===== config.mk =====
export PLATFORM = sky130hd
export DESIGN_NAME = out_ep_buffer
export DESIGN_NICKNAME = d
export VERILOG_FILES = /design/src/rtl/oeb_pkg.sv /design/src/rtl/oeb_bank_mem.sv /design/src/rtl/oeb_rx_fill.sv /design/src/rtl/oeb_cpu_ctrl.sv /design/src/rtl/out_ep_buffer.sv
export SDC_FILE = /design/constraint.sdc
export NUM_CORES = 2
export LEC_CHECK = 0
export ABC_AREA = 1
export BUFFER_PORTS_ARGS = -buffer_cell sky130_fd_sc_hd__buf_2
export CAP_MARGIN = 20
export CORE_UTILIZATION = 55
export DETAILED_ROUTE_END_ITERATION = 10
export PLACE_DENSITY = 0.82
export SLEW_MARGIN = 20
export SYNTH_ARGS = -nofsm -noshare
export SYNTH_HDL_FRONTEND = slang
export SYNTH_SLANG_ARGS = --single-unit

===== constraint.sdc =====
create_clock -name clk -period 5.2 [get_ports clk]
set_input_delay 0.78 -clock clk [delete_from_list [all_inputs] [get_ports clk]]
set_output_delay 0.78 -clock clk [all_outputs]
set_load 0.02 [all_outputs]

===== src/rtl/oeb_pkg.sv =====
package oeb_pkg;

    localparam int unsigned OEB_MAX_BYTES = 64;
    localparam int unsigned OEB_CNT_W     = $clog2(OEB_MAX_BYTES + 1);

    typedef logic [OEB_CNT_W-1:0] oeb_cnt_t;

    // Per-bank bookkeeping: occupancy, stored length, CPU read position.
    typedef struct packed {
        logic     full;
        oeb_cnt_t cnt;
        oeb_cnt_t rptr;
    } oeb_bank_t;

    // Link-side receive state.
    typedef struct packed {
        logic     busy;
        logic     accept;
        logic     ovf;
        oeb_cnt_t wptr;
        logic     wbank;
        logic     ack;
        logic     nak;
    } oeb_rx_t;

endpackage


===== src/rtl/oeb_bank_mem.sv =====
module oeb_bank_mem #(
    parameter int unsigned NUM_BANKS  = 2,
    parameter int unsigned BANK_BYTES = 64,
    parameter int unsigned DATA_W     = 8,
    localparam int unsigned IDX_W     = $clog2(BANK_BYTES)
) (
    input  logic              clk,
    input  logic              we,
    input  logic              wbank,
    input  logic [IDX_W-1:0]  widx,
    input  logic [DATA_W-1:0] wdata,
    input  logic              rbank,
    input  logic [IDX_W-1:0]  ridx,
    output logic [DATA_W-1:0] rdata
);

    logic [DATA_W-1:0] bank_rd [NUM_BANKS];

    for (genvar g = 0; g < NUM_BANKS; g++) begin : g_bank
        logic [DATA_W-1:0] store [BANK_BYTES];

        always_ff @(posedge clk) begin
            if (we && (wbank == 1'(g))) begin
                store[widx] <= wdata;
            end
        end

        assign bank_rd[g] = store[ridx];
    end

    if (NUM_BANKS == 1) begin : g_rd_one
        logic unused_rbank;
        assign unused_rbank = rbank;
        assign rdata        = bank_rd[0];
    end else begin : g_rd_two
        assign rdata = bank_rd[rbank];
    end

endmodule


===== src/rtl/oeb_rx_fill.sv =====
module oeb_rx_fill
    import oeb_pkg::*;
#(
    parameter int unsigned NUM_BANKS  = 2,
    parameter int unsigned BANK_BYTES = 64,
    localparam int unsigned IDX_W     = $clog2(BANK_BYTES)
) (
    input  logic                 clk,
    input  logic                 rst_n,
    input  logic                 pkt_start,
    input  logic                 pkt_valid,
    input  logic                 pkt_end,
    input  logic                 pkt_good,
    input  logic [NUM_BANKS-1:0] bank_full,
    output logic                 mem_we,
    output logic                 mem_bank,
    output logic [IDX_W-1:0]     mem_idx,
    output logic                 commit,
    output logic                 commit_bank,
    output oeb_cnt_t             commit_cnt,
    output logic                 hs_ack,
    output logic                 hs_nak
);

    localparam oeb_cnt_t LIMIT = oeb_cnt_t'(BANK_BYTES);
    localparam oeb_cnt_t ONE   = oeb_cnt_t'(1);

    oeb_rx_t rx_d, rx_q;
    logic    target_full;

    if (NUM_BANKS == 1) begin : g_full_one
        assign target_full = bank_full[0];
    end else begin : g_full_two
        assign target_full = bank_full[rx_q.wbank];
    end

    always_comb begin
        rx_d     = rx_q;
        rx_d.ack = 1'b0;
        rx_d.nak = 1'b0;
        mem_we   = 1'b0;
        commit   = 1'b0;

        if (pkt_start) begin
            // A packet is taken only if its bank is empty when it opens.
            rx_d.busy   = 1'b1;
            rx_d.accept = !target_full;
            rx_d.ovf    = 1'b0;
            rx_d.wptr   = '0;
        end else if (rx_q.busy && pkt_end) begin
            rx_d.busy = 1'b0;
            if (rx_q.accept && pkt_good && !rx_q.ovf) begin
                commit     = 1'b1;
                rx_d.ack   = 1'b1;
                rx_d.wbank = (NUM_BANKS == 2) ? ~rx_q.wbank : 1'b0;
            end else if (!rx_q.accept && pkt_good) begin
                rx_d.nak = 1'b1;
            end
        end else if (rx_q.busy && pkt_valid && rx_q.accept && !rx_q.ovf) begin
            if (rx_q.wptr == LIMIT) begin
                rx_d.ovf = 1'b1;
            end else begin
                mem_we    = 1'b1;
                rx_d.wptr = rx_q.wptr + ONE;
            end
        end
    end

    always_ff @(posedge clk or negedge rst_n) begin
        if (!rst_n) begin
            rx_q <= '0;
        end else begin
            rx_q <= rx_d;
        end
    end

    assign mem_bank    = rx_q.wbank;
    assign mem_idx     = rx_q.wptr[IDX_W-1:0];
    assign commit_bank = rx_q.wbank;
    assign commit_cnt  = rx_q.wptr;
    assign hs_ack      = rx_q.ack;
    assign hs_nak      = rx_q.nak;

endmodule


===== src/rtl/oeb_cpu_ctrl.sv =====
module oeb_cpu_ctrl
    import oeb_pkg::*;
#(
    parameter int unsigned NUM_BANKS  = 2,
    parameter int unsigned BANK_BYTES = 64,
    localparam int unsigned IDX_W     = $clog2(BANK_BYTES)
) (
    input  logic                 clk,
    input  logic                 rst_n,
    input  logic                 commit,
    input  logic                 commit_bank,
    input  oeb_cnt_t             commit_cnt,
    input  logic                 cpu_flag_wr,
    input  logic                 cpu_flag_wdata,
    input  logic                 cpu_rel_wr,
    input  logic                 cpu_rel_wdata,
    input  logic                 cpu_ie_wr,
    input  logic                 cpu_ie_wdata,
    input  logic                 cpu_pop,
    output logic [NUM_BANKS-1:0] bank_full,
    output logic                 cur_bank,
    output logic [IDX_W-1:0]     rd_idx,
    output logic                 rx_flag,
    output logic                 bank_held,
    output logic                 rd_allowed,
    output oeb_cnt_t             rd_count,
    output logic                 ep_irq
);

    localparam oeb_cnt_t ONE = oeb_cnt_t'(1);

    typedef struct packed {
        oeb_bank_t [NUM_BANKS-1:0] banks;
        logic                      cur;
        logic                      flag;
        logic                      own;
        logic                      ie;
    } ctrl_t;

    ctrl_t     st_d, st_q;
    oeb_bank_t cur_b;
    logic      clr_flag;
    logic      do_rel;
    logic      rd_ok;

    always_comb begin
        st_d     = st_q;
        cur_b    = st_q.banks[st_q.cur];
        rd_ok    = cur_b.full && (cur_b.rptr < cur_b.cnt);
        clr_flag = cpu_flag_wr && !cpu_flag_wdata && st_q.flag;
        // Ownership returns only after the flag has been acknowledged.
        do_rel   = cpu_rel_wr && !cpu_rel_wdata && st_q.own && !st_q.flag;

        if (cpu_ie_wr) begin
            st_d.ie = cpu_ie_wdata;
        end
        if (clr_flag) begin
            st_d.flag = 1'b0;
        end
        if (cpu_pop && rd_ok && !do_rel) begin
            st_d.banks[st_q.cur].rptr = cur_b.rptr + ONE;
        end
        if (commit) begin
            st_d.banks[commit_bank].full = 1'b1;
            st_d.banks[commit_bank].cnt  = commit_cnt;
            st_d.banks[commit_bank].rptr = '0;
        end

        if (do_rel) begin
            st_d.banks[st_q.cur] = '0;
            st_d.cur  = (NUM_BANKS == 2) ? ~st_q.cur : 1'b0;
            st_d.flag = st_d.banks[st_d.cur].full;
            st_d.own  = st_d.banks[st_d.cur].full;
        end else if (commit && (commit_bank == st_q.cur)) begin
            st_d.flag = 1'b1;
            st_d.own  = 1'b1;
        end
    end

    always_ff @(posedge clk or negedge rst_n) begin
        if (!rst_n) begin
            st_q <= '0;
        end else begin
            st_q <= st_d;
        end
    end

    for (genvar g = 0; g < NUM_BANKS; g++) begin : g_full
        assign bank_full[g] = st_q.banks[g].full;
    end

    assign cur_bank   = st_q.cur;
    assign rd_idx     = cur_b.rptr[IDX_W-1:0];
    assign rx_flag    = st_q.flag;
    assign bank_held  = st_q.own;
    assign rd_allowed = rd_ok;
    assign rd_count   = cur_b.full ? (cur_b.cnt - cur_b.rptr) : '0;
    assign ep_irq     = st_q.flag && st_q.ie;

endmodule


===== src/rtl/out_ep_buffer.sv =====
module out_ep_buffer
    import oeb_pkg::*;
#(
    parameter int unsigned NUM_BANKS  = 2,
    parameter int unsigned BANK_BYTES = 64,
    parameter int unsigned DATA_W     = 8
) (
    input  logic                 clk,
    input  logic                 rst_n,
    input  logic                 pkt_start,
    input  logic                 pkt_valid,
    input  logic [DATA_W-1:0]    pkt_data,
    input  logic                 pkt_end,
    input  logic                 pkt_good,
    output logic                 hs_ack,
    output logic                 hs_nak,
    input  logic                 cpu_flag_wr,
    input  logic                 cpu_flag_wdata,
    input  logic                 cpu_rel_wr,
    input  logic                 cpu_rel_wdata,
    input  logic                 cpu_ie_wr,
    input  logic                 cpu_ie_wdata,
    input  logic                 cpu_pop,
    output logic                 rx_flag,
    output logic                 bank_held,
    output logic                 rd_allowed,
    output logic [OEB_CNT_W-1:0] rd_count,
    output logic [DATA_W-1:0]    rd_data,
    output logic                 ep_irq
);

    localparam int unsigned IDX_W = $clog2(BANK_BYTES);

    logic [NUM_BANKS-1:0] bank_full;
    logic                 mem_we;
    logic                 mem_bank;
    logic [IDX_W-1:0]     mem_idx;
    logic                 commit;
    logic                 commit_bank;
    oeb_cnt_t             commit_cnt;
    logic                 cur_bank;
    logic [IDX_W-1:0]     rd_idx;

    oeb_rx_fill #(
        .NUM_BANKS (NUM_BANKS),
        .BANK_BYTES(BANK_BYTES)
    ) u_rx (
        .clk        (clk),
        .rst_n      (rst_n),
        .pkt_start  (pkt_start),
        .pkt_valid  (pkt_valid),
        .pkt_end    (pkt_end),
        .pkt_good   (pkt_good),
        .bank_full  (bank_full),
        .mem_we     (mem_we),
        .mem_bank   (mem_bank),
        .mem_idx    (mem_idx),
        .commit     (commit),
        .commit_bank(commit_bank),
        .commit_cnt (commit_cnt),
        .hs_ack     (hs_ack),
        .hs_nak     (hs_nak)
    );

    oeb_cpu_ctrl #(
        .NUM_BANKS (NUM_BANKS),
        .BANK_BYTES(BANK_BYTES)
    ) u_ctrl (
        .clk           (clk),
        .rst_n         (rst_n),
        .commit        (commit),
        .commit_bank   (commit_bank),
        .commit_cnt    (commit_cnt),
        .cpu_flag_wr   (cpu_flag_wr),
        .cpu_flag_wdata(cpu_flag_wdata),
        .cpu_rel_wr    (cpu_rel_wr),
        .cpu_rel_wdata (cpu_rel_wdata),
        .cpu_ie_wr     (cpu_ie_wr),
        .cpu_ie_wdata  (cpu_ie_wdata),
        .cpu_pop       (cpu_pop),
        .bank_full     (bank_full),
        .cur_bank      (cur_bank),
        .rd_idx        (rd_idx),
        .rx_flag       (rx_flag),
        .bank_held     (bank_held),
        .rd_allowed    (rd_allowed),
        .rd_count      (rd_count),
        .ep_irq        (ep_irq)
    );

    oeb_bank_mem #(
        .NUM_BANKS (NUM_BANKS),
        .BANK_BYTES(BANK_BYTES),
        .DATA_W    (DATA_W)
    ) u_mem (
        .clk  (clk),
        .we   (mem_we),
        .wbank(mem_bank),
        .widx (mem_idx),
        .wdata(pkt_data),
        .rbank(cur_bank),
        .ridx (rd_idx),
        .rdata(rd_data)
    );

endmodule


==> reports/qor.csv <==
stage,metric,value,unit
final_layout,share of cells above drive strength 1,6.01,%
logic_synthesis,Compound-Gate Fraction of Synth Area,1.59,%
detailed_routing,total wire length,124,mm
cts,Clock Sinks,1071,
detailed_routing,WL per Instance,22.1,µm
floorplan,DIE HEIGHT,294,µm
sta,crit share post-route,99.8,%
floorplan,initial core utilization,55.8,%
logic_synthesis,post-synthesis adder-cell area fraction,0.309,%
grt,initial antenna violation count,3,
logic_synthesis,Synth area leader,edfxtp_1,
detailed_routing,vias per cell,6.11,
sta,pin slew with the least headroom to its limit,1.18,ns
logic_synthesis,Synth Register Bits,1071,
logic_synthesis,"share of synthesized cell area in and, or, nand and nor gates",25.4,%
floorplan,io pins,42,
power_and_ir_drop,leak pwr,19.4,nW
worst_setup_path,CP Data Required Time,4.42,ns
final_layout,# nets final,4428,
grt,largest net degree at the start of global routing,173,
place,PortBufs,41,
detailed_routing,DRC violation total after the first TritonRoute iteration,5310,
final_layout,Finished Layout Cells,5607,
detailed_routing,drc violations,0,
grt,vias in the first global route,32900,
final_layout,"commonest non-fill, non-tap cell in the layout",nand2_1,
floorplan,row count,106,
logic_synthesis,top cell type's share of synthesized area,65.5,%
logic_synthesis,sequential area share after synthesis,68.0,%
logic_synthesis,largest family of logic cells by synthesized area,simple AND/OR/NAND/NOR gates,
cts,# H-tree levels,3,
logic_synthesis,Syn. warnings,0,
worst_setup_path,CP most frequent cell,nand2_1,
cts,TritonCTS buffer count,98,
place,DP Cell Count,5429,
logic_synthesis,Post-synth ARST share,4.39,%
grt,gr usage total,28.4,%
worst_setup_path,"Arr. time, crit path",4.41,ns
place,global placement routability congestion,0.870,
power_and_ir_drop,Peak VDD IR,0.000694,V
final_layout,Area Growth Syn to Fin,8.85,%
sta,setup violators final,0,
cts,CTS tree,done,
power_and_ir_drop,power per cell area,587,nW/µm²
cts,Worst-path clk slew,0.07,ns
detailed_routing,Vias,34300,
cts,Clock Latency Late Sink,0.66,ns
worst_setup_path,kind of critical path,flip-flop to output port,
worst_setup_path,critical path's largest stage delay,0.68,ns
worst_setup_path,crit path max fanout,40,
cts,Root Buffer,clkbuf_16,
floorplan,core area,84100,µm²
place,Setup WS pre-CTS,0.728,ns
flow_run,Max-cap violations,0,
logic_synthesis,synth top area cells,"edfxtp_1 65%, nand2_1 12%, nand3_1 10%",
sta,final setup margin,0.0106,ns
logic_synthesis,syn avg cell area,10.4,µm²
floorplan,Die ar.,86500,µm²
logic_synthesis,post-synthesis xor/xnor area fraction,0.187,%
worst_setup_path,slowest CP cell,dfrtp_4,
final_layout,number of diodes,0,
sta,Slew headroom,21.4,%
worst_setup_path,crit path buf inv count,4,
detailed_routing,DR pass1 iterations,7,
logic_synthesis,portion of netlist area occupied by mux cells,0.0240,%
final_layout,filler instances,6303,
logic_synthesis,syn nets,4529,
logic_synthesis,synthesized area,47000,µm²
grt,first-pass GRT wire length,189,mm
logic_synthesis,"EDFF count, synth",1024,
sta,min Tclk post-route,5.19,ns
worst_setup_path,startpoint types,flip-flop,
logic_synthesis,Gate Count Post-Synth,4497,
sta,Worst Skew,0.0245,ns
detailed_routing,Final ANT Viol Nets,0,
sta,Final Slew Violations,0,
worst_setup_path,"Largest delay share family, worst path",simple AND/OR/NAND/NOR gates,
run_status,status,"finished, final reports clean",
sta,Max Clock Freq,193,MHz
hold_path,Hold Crit Class,primary input to async pin,
worst_setup_path,crit path cell chain,"nand2_4, nand2_4, buf_12, buf_4, buf_4, nand2_1, nand2_1, nand2_1, nand3_1, nand3_1, nand3_1, nand2_1, nor2_1, nor2_1, nor2_1, buf_2",
sta,Final Hold Viols,0,
worst_setup_path,Crit. End Element,output port,
power_and_ir_drop,Tot Pwr,0.0300,W
floorplan,Die X,294,µm
logic_synthesis,Synth Flop Type,edfxtp_1,
place,Post-DP HPWL,67.6,mm
cts,Longest Clk Path Bufs,3,
grt,GR Overflow Total,0,
sta,setup_tns,0,ns
final_layout,most frequent cells in the layout,"1507 x nand2_1, 1024 x edfxtp_1, 950 x nand3_1",
logic_synthesis,post-synthesis cell type count,36,
## through the flow
step                util [%]  hold WS [ns]  instance area, µm²
detailed placement      57.1         0.484               48000
CTS                     60.8         0.327               51100
floorplan                  -         0.477               47000
finish                  60.8         0.120               51100
global placement        57.1         0.487               48000
global route            60.8         0.176               51100
## timing repair
| item | in CTS | in global routing |
|---|---|---|
| pin swaps | 0 | 0 |
| resized for setup | 1 | 1 |
| setup buffers | 0 | 0 |
| gates cloned | 0 | 0 |
| endpoints found under the setup margin | 1 | 1 |
| hold buffers | 0 | 0 |
## logic make-up (layout without fill, tap and decap cells)
| group | after synthesis | in the layout |
|---|---|---|
| compound gates | 127 | 127 |
| xor+xnor | 10 | 10 |
| fa+ha+maj | 11 | 11 |
| buf+inv | 494 | 470 |
| flops | 1071 | 1071 |
| mux | 1 | 1 |
| simple gates | 2783 | 2783 |
## Yosys cell counts (12+ instances only)
master and number:
a21oi_1 42, edfxtp_1 1024, o211ai_1 23, nor3_1 12, nand2_1 1510, nand3b_1 59
inv_1 191, nor2_1 238, buf_2 206, nand3_1 950, clkbuf_1 72, o21ai_0 42
buf_1 16, dfrtp_1 47
## worst paths after layout
check                                    from                           end  slack, ns  cells after the start
hold reg to reg              u_ctrl.bank_held              u_ctrl.bank_held       0.50                      2
max in group asynchronous               rst_n               u_ctrl.cur_bank       4.62                      1
setup / recovery              u_ctrl.cur_bank                    rd_data[6]       0.01                     16
setup reg to reg           u_rx.commit_cnt[1]  u_mem.g_bank[1].store[14][3]       1.09                      8
min in group clk                 cpu_ie_wdata                u_ctrl.st_q[0]       0.35                      2
hold / removal                          rst_n              u_ctrl.bank_held       0.12                      1
## registers in the layout, summed over array words and instances (netlist names)
signal,flops
u_rx.hs_ack,1
u_ctrl.bank_held,1
u_rx.commit_bank,1
u_ctrl.st_q,29
u_rx.commit_cnt,7
u_rx.hs_nak,1
u_rx.rx_q,3
u_ctrl.cur_bank,1
u_mem.g_bank.store,1024
u_ctrl.rx_flag,1
u_ctrl.bank_full,2
## per-layer routing
layer	global-route usage [%]	vias up	wire, µm
met5	0	-	0
met4	12.1	0	4880
met3	6.04	340	15300
met2	44.3	2535	57800
met1	39.0	16200	46000
li1	-	15200	-
## layout make-up
class	instances	area, µm²	area share (%)
clock buffers	125	2590	5.08
clock inverters	52	517	1.01
inverters	195	734	1.44
multi-input cells	2932	13000	25.5
flip-flops and latches	1071	31900	62.5
well taps	1134	1420	2.78
repair buffers	98	901	1.76
## where the power goes
part           internal [W]  switching (W)
clock               0.00398        0.00315
combinational       0.00359        0.00956
sequential          0.00957       0.000130
total                0.0171         0.0128
Note: power is estimated with default switching activity, not from simulation.
